$ cat config.mk
export PLATFORM = sky130hd
export DESIGN_NAME = addsub_carry
export DESIGN_NICKNAME = d
export VERILOG_FILES = /design/src/rtl/addsub_carry.sv
export SDC_FILE = /design/constraint.sdc
export NUM_CORES = 1
export LEC_CHECK = 0
export BUFFER_PORTS_ARGS = -buffer_cell sky130_fd_sc_hd__clkbuf_2
export CAP_MARGIN = 20
export CORE_UTILIZATION = 38
export CTS_BUF_LIST = sky130_fd_sc_hd__clkbuf_8
export DETAILED_ROUTE_END_ITERATION = 10
export PLACE_DENSITY = 0.73
export SYNTH_ARGS = -nofsm -noshare
export SYNTH_HDL_FRONTEND = slang
export SYNTH_SLANG_ARGS = --single-unit
$ cat constraint.sdc
create_clock -name clk -period 6.3 [get_ports clk]
set_input_delay 0.63 -clock clk [delete_from_list [all_inputs] [get_ports clk]]
set_output_delay 0.63 -clock clk [all_outputs]
set_load 0.1 [all_outputs]
$ cat src/rtl/addsub_carry.sv
module addsub_carry #(
  parameter int W = 32
) (
  input  logic         clk,
  input  logic         rst,
  input  logic         en,
  input  logic [1:0]   op,
  input  logic [W-1:0] a,
  input  logic [W-1:0] b,
  output logic [W-1:0] result,
  output logic         carry_out,
  output logic         overflow,
  output logic         carry_flag
);
  localparam logic [1:0] OP_ADD = 2'b00;
  localparam logic [1:0] OP_SUB = 2'b01;
  localparam logic [1:0] OP_ADC = 2'b10;
  localparam logic [1:0] OP_OCA = 2'b11;
  localparam int MSB = W - 1;

  logic [W-1:0] b_eff;
  logic         cin;
  logic [W:0]   first;
  logic         wrap;
  logic [W-1:0] second;

  assign b_eff = (op == OP_SUB) ? ~b : b;

  always_comb begin
    unique case (op)
      OP_ADD:  cin = 1'b0;
      OP_SUB:  cin = 1'b1;
      OP_ADC:  cin = carry_flag;
      OP_OCA:  cin = 1'b0;
      default: cin = 1'b0;
    endcase
  end

  assign first  = {1'b0, a} + {1'b0, b_eff} + {{W{1'b0}}, cin};
  assign wrap   = (op == OP_OCA) & first[W];
  assign second = first[W-1:0] + {{(W-1){1'b0}}, wrap};

  assign result    = second;
  assign carry_out = first[W];
  assign overflow  = (a[MSB] == b_eff[MSB]) & (second[MSB] != a[MSB]);

  always_ff @(posedge clk) begin
    if (rst)     carry_flag <= 1'b0;
    else if (en) carry_flag <= carry_out;
  end
endmodule


=== Yosys cells after proc, flatten, opt, wreduce, memory -nomap -nowiden ===
Cells that the tools add are included.

* $add $sub $neg: 3
* Equality and inequality tests: 5
* Mux-type cells: 2
* Bitwise gates (word level): 3
* Reduce and logical (&&, ||, !) cells: 2

{| class="wikitable"
|+ Operator list
! kind !! number
|-
| $add A32 B32 Y33 || 1
|-
| $add A33 B1 Y33 || 1
|-
| $add A32 B1 Y32 || 1
|-
| $mux W32 || 1
|-
| $not A32 Y32 || 1
|-
| $eq A2 B2 Y1 const B || 2
|-
| $pmux W1 S3 || 1
|-
| $and A1 B1 Y1 || 2
|-
| $eq A2 B1 Y1 const B || 1
|-
| $logic_not A2 Y1 || 1
|-
| $reduce_or A2 Y1 || 1
|-
| $eq A1 B1 Y1 || 1
|-
| $ne A1 B1 Y1 || 1
|}

* Register bits: 1
* Bits of input ports: 69
* Output and inout port bits: 35
* Word-level logic and storage cells: 16

=== Longest topological paths before layout ===
Gate-level depths: netlist of run 1.

* Depth after elaboration: 8
* Depth in mapped cells: 27
* Gate-level depth less buffers: 25

=== Least setup slack after synthesis of run 1 ===
No wires, ideal clock.

* Path type: input -> output
* Start point: input op[1]
* End point: output result[27]
* Arrival time: 6798 ps
* Data required time: 5670 ps
* Setup slack: -1128 ps
* Stages on the path: 26
* Path buffers: 2
* Path through: inv_1 -> ha_1 -> clkbuf_1 -> buf_1 -> xor2_1 -> fa_1 -> fa_1 -> a21o_1 -> a221o_1 -> a21oi_2 -> nor4_1 -> o21ai_1 -> a31oi_1 -> o21ai_0 -> nand2b_1 -> a21oi_1 -> nor2b_1 -> ha_1 -> and3_4 -> or3b_4 -> a2111oi_4 -> o21ai_2 -> nor3b_2 -> nand4b_4 -> nor2_1 -> xor2_1

* Word-level cells in the longest chain between the ends: 6
* Elaborated cells on any way between the ends: 11
* Classes of those cells: 3 x add/sub; 3 x eq/ne; 2 x mux; 1 x bitwise; 2 x reduce/logical

{| class="wikitable"
|+ Ends and longest elaborated chain
! element !! line !! RTL
|-
| start, declared || 7 || <nowiki>input logic [1:0] op,</nowiki>
|-
| $eq A2 B1 Y1 (tied with other cells) || 27, 30 ||
|-
| $mux W32 / $reduce_or A2 Y1 (equally long branches) || - ||
|-
| $add A32 B32 Y33 / $pmux W1 S3 (equally long branches) || 39, 30 ||
|-
| $add A33 B1 Y33 || 39 || <nowiki>assign first = {1'b0, a} + {1'b0, b_eff} + {{W{1'b0}}, cin};</nowiki>
|-
| $and A1 B1 Y1 || 40 || <nowiki>assign wrap = (op == OP_OCA) & first[W];</nowiki>
|-
| $add A32 B1 Y32 * || 41 || <nowiki>assign second = first[W-1:0] + {{(W-1){1'b0}}, wrap};</nowiki>
|-
| end, declared || 10 || <nowiki>output logic [W-1:0] result,</nowiki>
|}

Every way passes the cells marked *; elsewhere a longest branch is shown, timed or not.

=== Final worst setup path of run 1 ===
* Start point: input op[0]
* End point: output overflow

* Word-level cells in the longest chain between the ends: 8
* Elaborated cells on any way between the ends: 14
* Classes of those cells: 3 x add/sub; 5 x eq/ne; 2 x mux; 2 x bitwise; 2 x reduce/logical

{| class="wikitable"
|+ Ends and longest elaborated chain
! element !! line !! RTL
|-
| $eq A2 B1 Y1 (tied with other cells) || 27, 30 ||
|-
| $mux W32 / $reduce_or A2 Y1 (equally long branches) || - ||
|-
| $add A32 B32 Y33 / $pmux W1 S3 (equally long branches) || 39, 30 ||
|-
| $add A33 B1 Y33 || 39 ||
|-
| $and A1 B1 Y1 || 40 ||
|-
| $add A32 B1 Y32 || 41 ||
|-
| $ne A1 B1 Y1 || 45 || <nowiki>assign overflow = (a[MSB] == b_eff[MSB]) & (second[MSB] != a[MSB]);</nowiki>
|-
| $and A1 B1 Y1 * || 45 ||
|-
| end, declared || 12 || <nowiki>output logic overflow,</nowiki>
|}

Marked as above.

==> results of run 1 <==
## worst paths after layout
check	startpoint	to	slack, ns
hold reg to reg	carry_flag	carry_flag	0.52
setup reg to reg	carry_flag	carry_flag	3.33
setup / recovery	op[0]	overflow	0.06
hold / removal	carry_flag	carry_flag	0.52
## placed cells by master (no fill, tap or decap), drive strengths merged, types with 3 or more instances in the layout
| master | Yosys | final |
|---|---|---|
| o21ai | 23 | 23 |
| o21a | 7 | 7 |
| nand3 | 12 | 12 |
| ha | 36 | 36 |
| nor3b | 7 | 7 |
| a221oi | 3 | 3 |
| a221o | 3 | 3 |
| a21oi | 37 | 37 |
| and3 | 11 | 11 |
| and2 | 5 | 5 |
| nand2b | 6 | 6 |
| xnor2 | 30 | 30 |
| nand4 | 15 | 15 |
| nand2 | 37 | 37 |
| clkbuf | 4 | 70 |
| a31oi | 4 | 4 |
| inv | 10 | 10 |
| nor2b | 3 | 3 |
| xor2 | 50 | 50 |
| o31ai | 4 | 4 |
| a21boi | 3 | 3 |
| o311ai | 4 | 4 |
| or2 | 6 | 6 |
| nand4b | 3 | 3 |
| and4 | 3 | 3 |
| nor2 | 37 | 37 |
| a211oi | 5 | 5 |
| buf | 17 | 109 |
| o211ai | 6 | 6 |
| or3 | 8 | 8 |
| nor4 | 6 | 6 |
| a21o | 9 | 9 |
| nor3 | 13 | 13 |
## through the flow
step	utilization	hold slack [ns]
global route	0.6655	0.5459
CTS	0.6314	0.5309
global placement	0.6115	0.4960
detailed placement	0.6115	0.5242
finish	0.6655	0.5208
floorplan	-	0.7028
## final cells by class
class	count	area, µm²
timing repair buffer	180	1648
tap	105	131.4
inverter	10	40.04
sequential	1	20.02
multi-input combinational	421	3684
fill	672	2776
## power by group
part	internal (mW)	total (mW)	switching, mW
clock network	0	0	0
registers	0.00705	0.00751	0.000458
logic	0.590	1.58	0.993
total	0.597	1.59	0.994
## worst max-delay path, delay by kind of cell
family          cells  cell delay, ns
xor+xnor            1            0.17
buf+inv             3            0.59
compound gates     11            1.87
simple gates        8            1.64
fa+ha+maj           3            0.70
## repair_timing
item | in CTS | in global routing
gates resized for setup | 17 | 44
cloned | 1 | 0
endpoints found under the setup margin | 7 | 15
pin swaps | 7 | 37
buffers inserted | 5 | 15
## per-layer routing
metal | up-vias | part of all wire
met1 | 1942 | 0.42
met2 | 153 | 0.51
met5 | - | 0
met3 | 14 | 0.051
li1 | 1993 | -
met4 | 0 | 0.011
## kinds of logic after synthesis
family	count (synthesis)	synth area share
AO/OA/AOI/OAI	121	0.2636
XOR/XNOR	81	0.2248
adder cells (fa/ha/maj)	38	0.1493
buffers and inverters	31	0.04419
flip-flops	1	0.006095
multiplexers	3	0.009524
AND/OR/NAND/NOR	178	0.3025
==> impl_metrics.json, run 1 <==
{
  "dp.cells": 696,
  "max-cap-violations": 0,
  "hold_buffers": 0,
  "finalInstanceArea_mm2": 0.005523,
  "die_area_mm2": 0.009019,
  "fin_tns_setup_ns": 0,
  "rsz0062_at_grt": "true",
  "ant_nets": 0,
  "synth_top_area_share": 0.1371,
  "use_met2": 0.4532,
  "n_antenna_cell": 0,
  "leakagePower_nw": 2.448,
  "cp_slowest_cell": "a311o_2",
  "regMostFlops": "carry_flag",
  "avgSynthCellArea_um2": 7.250,
  "grt_pass1_wl_mm": 17.91,
  "synth.ff_latch_count": 1,
  "wl_per_cell_um": 15.47,
  "syn_nets": 560,
  "insertion_delay_ns": 0,
  "synth_area_leaders": "ha_1 14%, xor2_1 13%, xnor2_1 8.0%, a21oi_1 5.5%, nand2_1 4.2%",
  "grt_pass1_vias": 3958,
  "synthArstFlopShare": 0,
  "setup_viol": 0,
  "period_needed_ns": 6.237,
  "synth_cell_types": 72,
  "met3_usage": 0.006441,
  "fp.dieW_um": 94.97,
  "largest_reg_flops": 1,
  "path_max_fanout": 10,
  "synth_most_common_cell": "xor2_1",
  "fmax_mhz": 160.3,
  "outcome": "completed",
  "period_share": 0.9901,
  "port_buffers": 103,
  "path_clk_slew_ns": 0,
  "synth_area_mm2": 0.003284,
  "avgViaCountPerCell": 5.721,
  "yosys_warnings": 0,
  "worst_slack_ns": 0.06254,
  "tightest_slew_ns": 0.7339,
  "antenna_found_initial": 0,
  "vias": 4102,
  "maxSlewHeadroom": 0.5072,
  "stdcell_count": 717,
  "synth_cells": 453,
  "synth-edff-count": 0,
  "gr-usage-all-layers": 0.2437,
  "initial_core_util": 0.3957,
  "cp-end-kind": "primary output",
  "grt_start_max_net_pins": 13,
  "ys_seq_area_frac": 0.006095,
  "ys_top_cells_by_count": "48 x xor2_1, 37 x nand2_1, 37 x nor2_1",
  "final-max-slew-violation-count": 0,
  "cp-start-kind": "input port",
  "placed_area_mm2": 0.005075,
  "peakVddDrop_v": 0.0001649,
  "gp_congestion": 0.9403,
  "use_met1": 0.3186,
  "min-delay-path-class": "register to register",
  "top_regs": "carry_flag (1)",
  "dpl_worst_slack_ns": -0.1648,
  "core_region_area_mm2": 0.008299,
  "synthFlopType": "dfxtp_1",
  "crit_type": "input port to primary output",
  "die_h_um": 94.97,
  "dr.pass1.iters": 5,
  "cpPeakStageDelay_ns": 0.39,
  "row_count": 33,
  "overflow": 0,
  "drt-total-wl_mm": 11.09,
  "drive_gt1_frac": 0.4461,
  "hpwl_mm": 9.168,
  "hold_depth": 2,
  "synth_top_area_cell": "ha_1",
  "syn_to_final_growth_pct": 68.15,
  "arrival_ns": 5.61,
  "layout.nets": 721,
  "r2r_cells": 15,
  "hold_viol": 0,
  "skew_ns": 0,
  "powerDensity_mw_per_mm2": 288.0,
  "p_total_mw": 1.590,
  "io_pins": 104,
  "required_ns": 5.67,
  "drt-initial-drc-count": 204,
  "grt.busiest_layer": "met2",
  "drcViolationCount": 0
}
(Power assumes the default switching activity.)
==> inputs of run 2 (changes only) <==
--- a/config.mk
+++ b/config.mk
@@ -7,10 +7,10 @@
 export LEC_CHECK = 0
 export BUFFER_PORTS_ARGS = -buffer_cell sky130_fd_sc_hd__clkbuf_2
 export CAP_MARGIN = 20
-export CORE_UTILIZATION = 38
+export CORE_UTILIZATION = 58
 export CTS_BUF_LIST = sky130_fd_sc_hd__clkbuf_8
 export DETAILED_ROUTE_END_ITERATION = 10
-export PLACE_DENSITY = 0.73
+export PLACE_DENSITY = 0.95
 export SYNTH_ARGS = -nofsm -noshare
 export SYNTH_HDL_FRONTEND = slang
 export SYNTH_SLANG_ARGS = --single-unit
==> constraint.sdc (replaced) <==
create_clock -name clk -period 7.7 [get_ports clk]
set_input_delay 0.77 -clock clk [delete_from_list [all_inputs] [get_ports clk]]
set_output_delay 0.77 -clock clk [all_outputs]
set_load 0.1 [all_outputs]
==> run 2 against run 1 <==
  * Sequential share of layout area rose by 0.16 points
  * Global-route usage rose by 5.1 points
  * Utilization rose by 4.0 points
  * First-iteration DRC count rose by 9.8%
  * Clock skew did not move
  * Sequential cell count did not move
  * Cell count fell by 15%
  * Hold slack barely moved
  * Critical path depth did not move
  * Worst setup slack improved by 0.47 ns
  * Combinational power fell by 40%
==> impl_metrics.json, run 2 (synthesized netlist as in run 1, its figures left out) <==
{
  "outcome": "completed",
  "layout.nets": 647,
  "core_region_area_mm2": 0.005473,
  "dr.pass1.iters": 5,
  "leakagePower_nw": 1.767,
  "path_clk_slew_ns": 0,
  "n_antenna_cell": 0,
  "crit_family": "simple AND/OR/NAND/NOR gates",
  "insertion_delay_ns": 0,
  "r2r_cells": 14,
  "die_area_mm2": 0.005968,
  "port_buffers": 103,
  "num-fill-cells": 468,
  "setup_viol": 0,
  "gr-usage-all-layers": 0.2946,
  "antenna_found_initial": 0,
  "regArea_um2": 20.02,
  "regMostFlops": "carry_flag",
  "min-delay-path-class": "register to register",
  "skew_ns": 0,
  "crit_buf_inv": 4,
  "cp-start-kind": "input port",
  "fmax_mhz": 139.5,
  "fin_util": 0.7053,
  "vias": 3721,
  "wl_per_cell_um": 14.67,
  "largest_reg_flops": 1,
  "die_h_um": 77.25,
  "io_pins": 104,
  "finalInstanceArea_mm2": 0.003860,
  "drt-initial-drc-count": 224,
  "placed_area_mm2": 0.003850,
  "gp_congestion": 0.9372,
  "hpwl_mm": 7.589,
  "grt_start_max_net_pins": 14,
  "arrival_ns": 6.40,
  "initial_core_util": 0.6001,
  "overflow": 0,
  "rrSetupSlack_ns": 4.44,
  "required_ns": 6.93,
  "peakVddDrop_v": 0.0002004,
  "max-cap-violations": 0,
  "cpPeakStageDelay_ns": 0.45,
  "path_max_fanout": 13,
  "drt-total-wl_mm": 8.951,
  "grt_pass1_wl_mm": 15.04,
  "drcViolationCount": 0,
  "r2r_end": "carry_flag",
  "cp_slowest_cell": "ha_1",
  "multiInputGateArea_mm2": 0.003139,
  "r2r_start": "carry_flag",
  "grt_pass1_vias": 3433,
  "avgViaCountPerCell": 6.100,
  "top_regs": "carry_flag (1)",
  "hold_buffers": 0,
  "fin_tns_setup_ns": 0,
  "cp-end-kind": "primary output",
  "hold_viol": 0,
  "syn_to_final_growth_pct": 17.52,
  "crit_type": "input port to primary output",
  "holdPathEnd": "carry_flag",
  "rsz0062_at_grt": "false",
  "final-max-slew-violation-count": 0,
  "fp.dieW_um": 77.25,
  "row_count": 27,
  "hold_depth": 2,
  "worstHoldStart": "carry_flag",
  "powerDensity_mw_per_mm2": 246.9,
  "final_common_cell": "clkbuf_2",
  "drive_gt1_frac": 0.2491,
  "period_needed_ns": 7.169,
  "tightest_slew_ns": 1.045,
  "ant_nets": 0,
  "maxSlewHeadroom": 0.2943,
  "final_cell_mix": "98 x clkbuf_2, 47 x xor2_1, 37 x nor2_1, 37 x nand2_1, 36 x a21oi_1",
  "period_share": 0.9310
}
## run 2: changes by cell type in the layout (fill, tap and decap cells not counted), moves of 5 or more
cell      previous run  this run
nor2_4               7         0
xor2_4               6         0
xnor2_1             14        30
buf_6                6         0
nor2_1              27        37
buf_12              32         2
xnor2_2              9         0
xnor2_4              7         0
a21oi_1             31        36
xor2_1              39        47
clkbuf_2            69        98
ha_1                30        35
buf_4               69         5
## run 2: cell type report
cell class | count | area share
Inverter | 10 | 0.009724
Tap cell | 72 | 0.02334
Multi-Input combinational cell | 421 | 0.8133
Sequential cell | 1 | 0.005186
Timing Repair Buffer | 106 | 0.1485
## run 2: routing by layer
layer | GRT usage | vias to the layer above | share of wire
met5 | 0 | - | 0
met4 | 0.03396 | 0 | 0.011
met3 | 0.01071 | 10 | 0.053
met2 | 0.5442 | 133 | 0.48
met1 | 0.3847 | 1726 | 0.45
li1 | - | 1852 | -
## run 2: metrics by stage
step / hold WS (ns) / std cells / total power [mW] / setup WS [ns]
after floorplan: 0.8428 / 453 / 0.7890 / 0.01268
after global placement: 0.4981 / 610 / 0.9329 / 0.5661
after detailed placement: 0.5212 / 610 / 0.9447 / 0.3828
after CTS: 0.5246 / 610 / 0.9474 / 0.3661
after global routing: 0.5633 / 610 / 1.002 / 0.05000
final: 0.5205 / 610 / 0.9532 / 0.5310
## run 2: how the worst max path moves through the flow
stage | startpoint | slack, ns | to | cells after the start
detailed placement | op[1] | 0.38 | result[31] | 26
global route | op[1] | 0.05 | overflow | 27
global placement | op[1] | 0.57 | result[31] | 26
finish | op[1] | 0.53 | result[31] | 26
floorplan | op[1] | 0.01 | result[30] | 26
CTS | op[1] | 0.37 | result[31] | 26
## run 2: what timing repair did
| item | CTS | global route |
|---|---|---|
| endpoints found under the setup margin | 0 | 2 |
| setup buffers | 0 | 0 |
| resized for setup | 0 | 2 |
## run 2: tightest hold or removal path, delay by kind of cell, from the launching register on
family	cells	cell delay [ns]
AOI/OAI and AO/OA	1	0.06
and+or+nand+nor	1	0.10
DFF	1	0.30
## run 2: power breakdown
group / total, mW / switching [mW] / internal (mW)
registers: 0.00613 / 0.000361 / 0.00577
logic: 0.947 / 0.719 / 0.228
clock network: 0 / 0 / 0
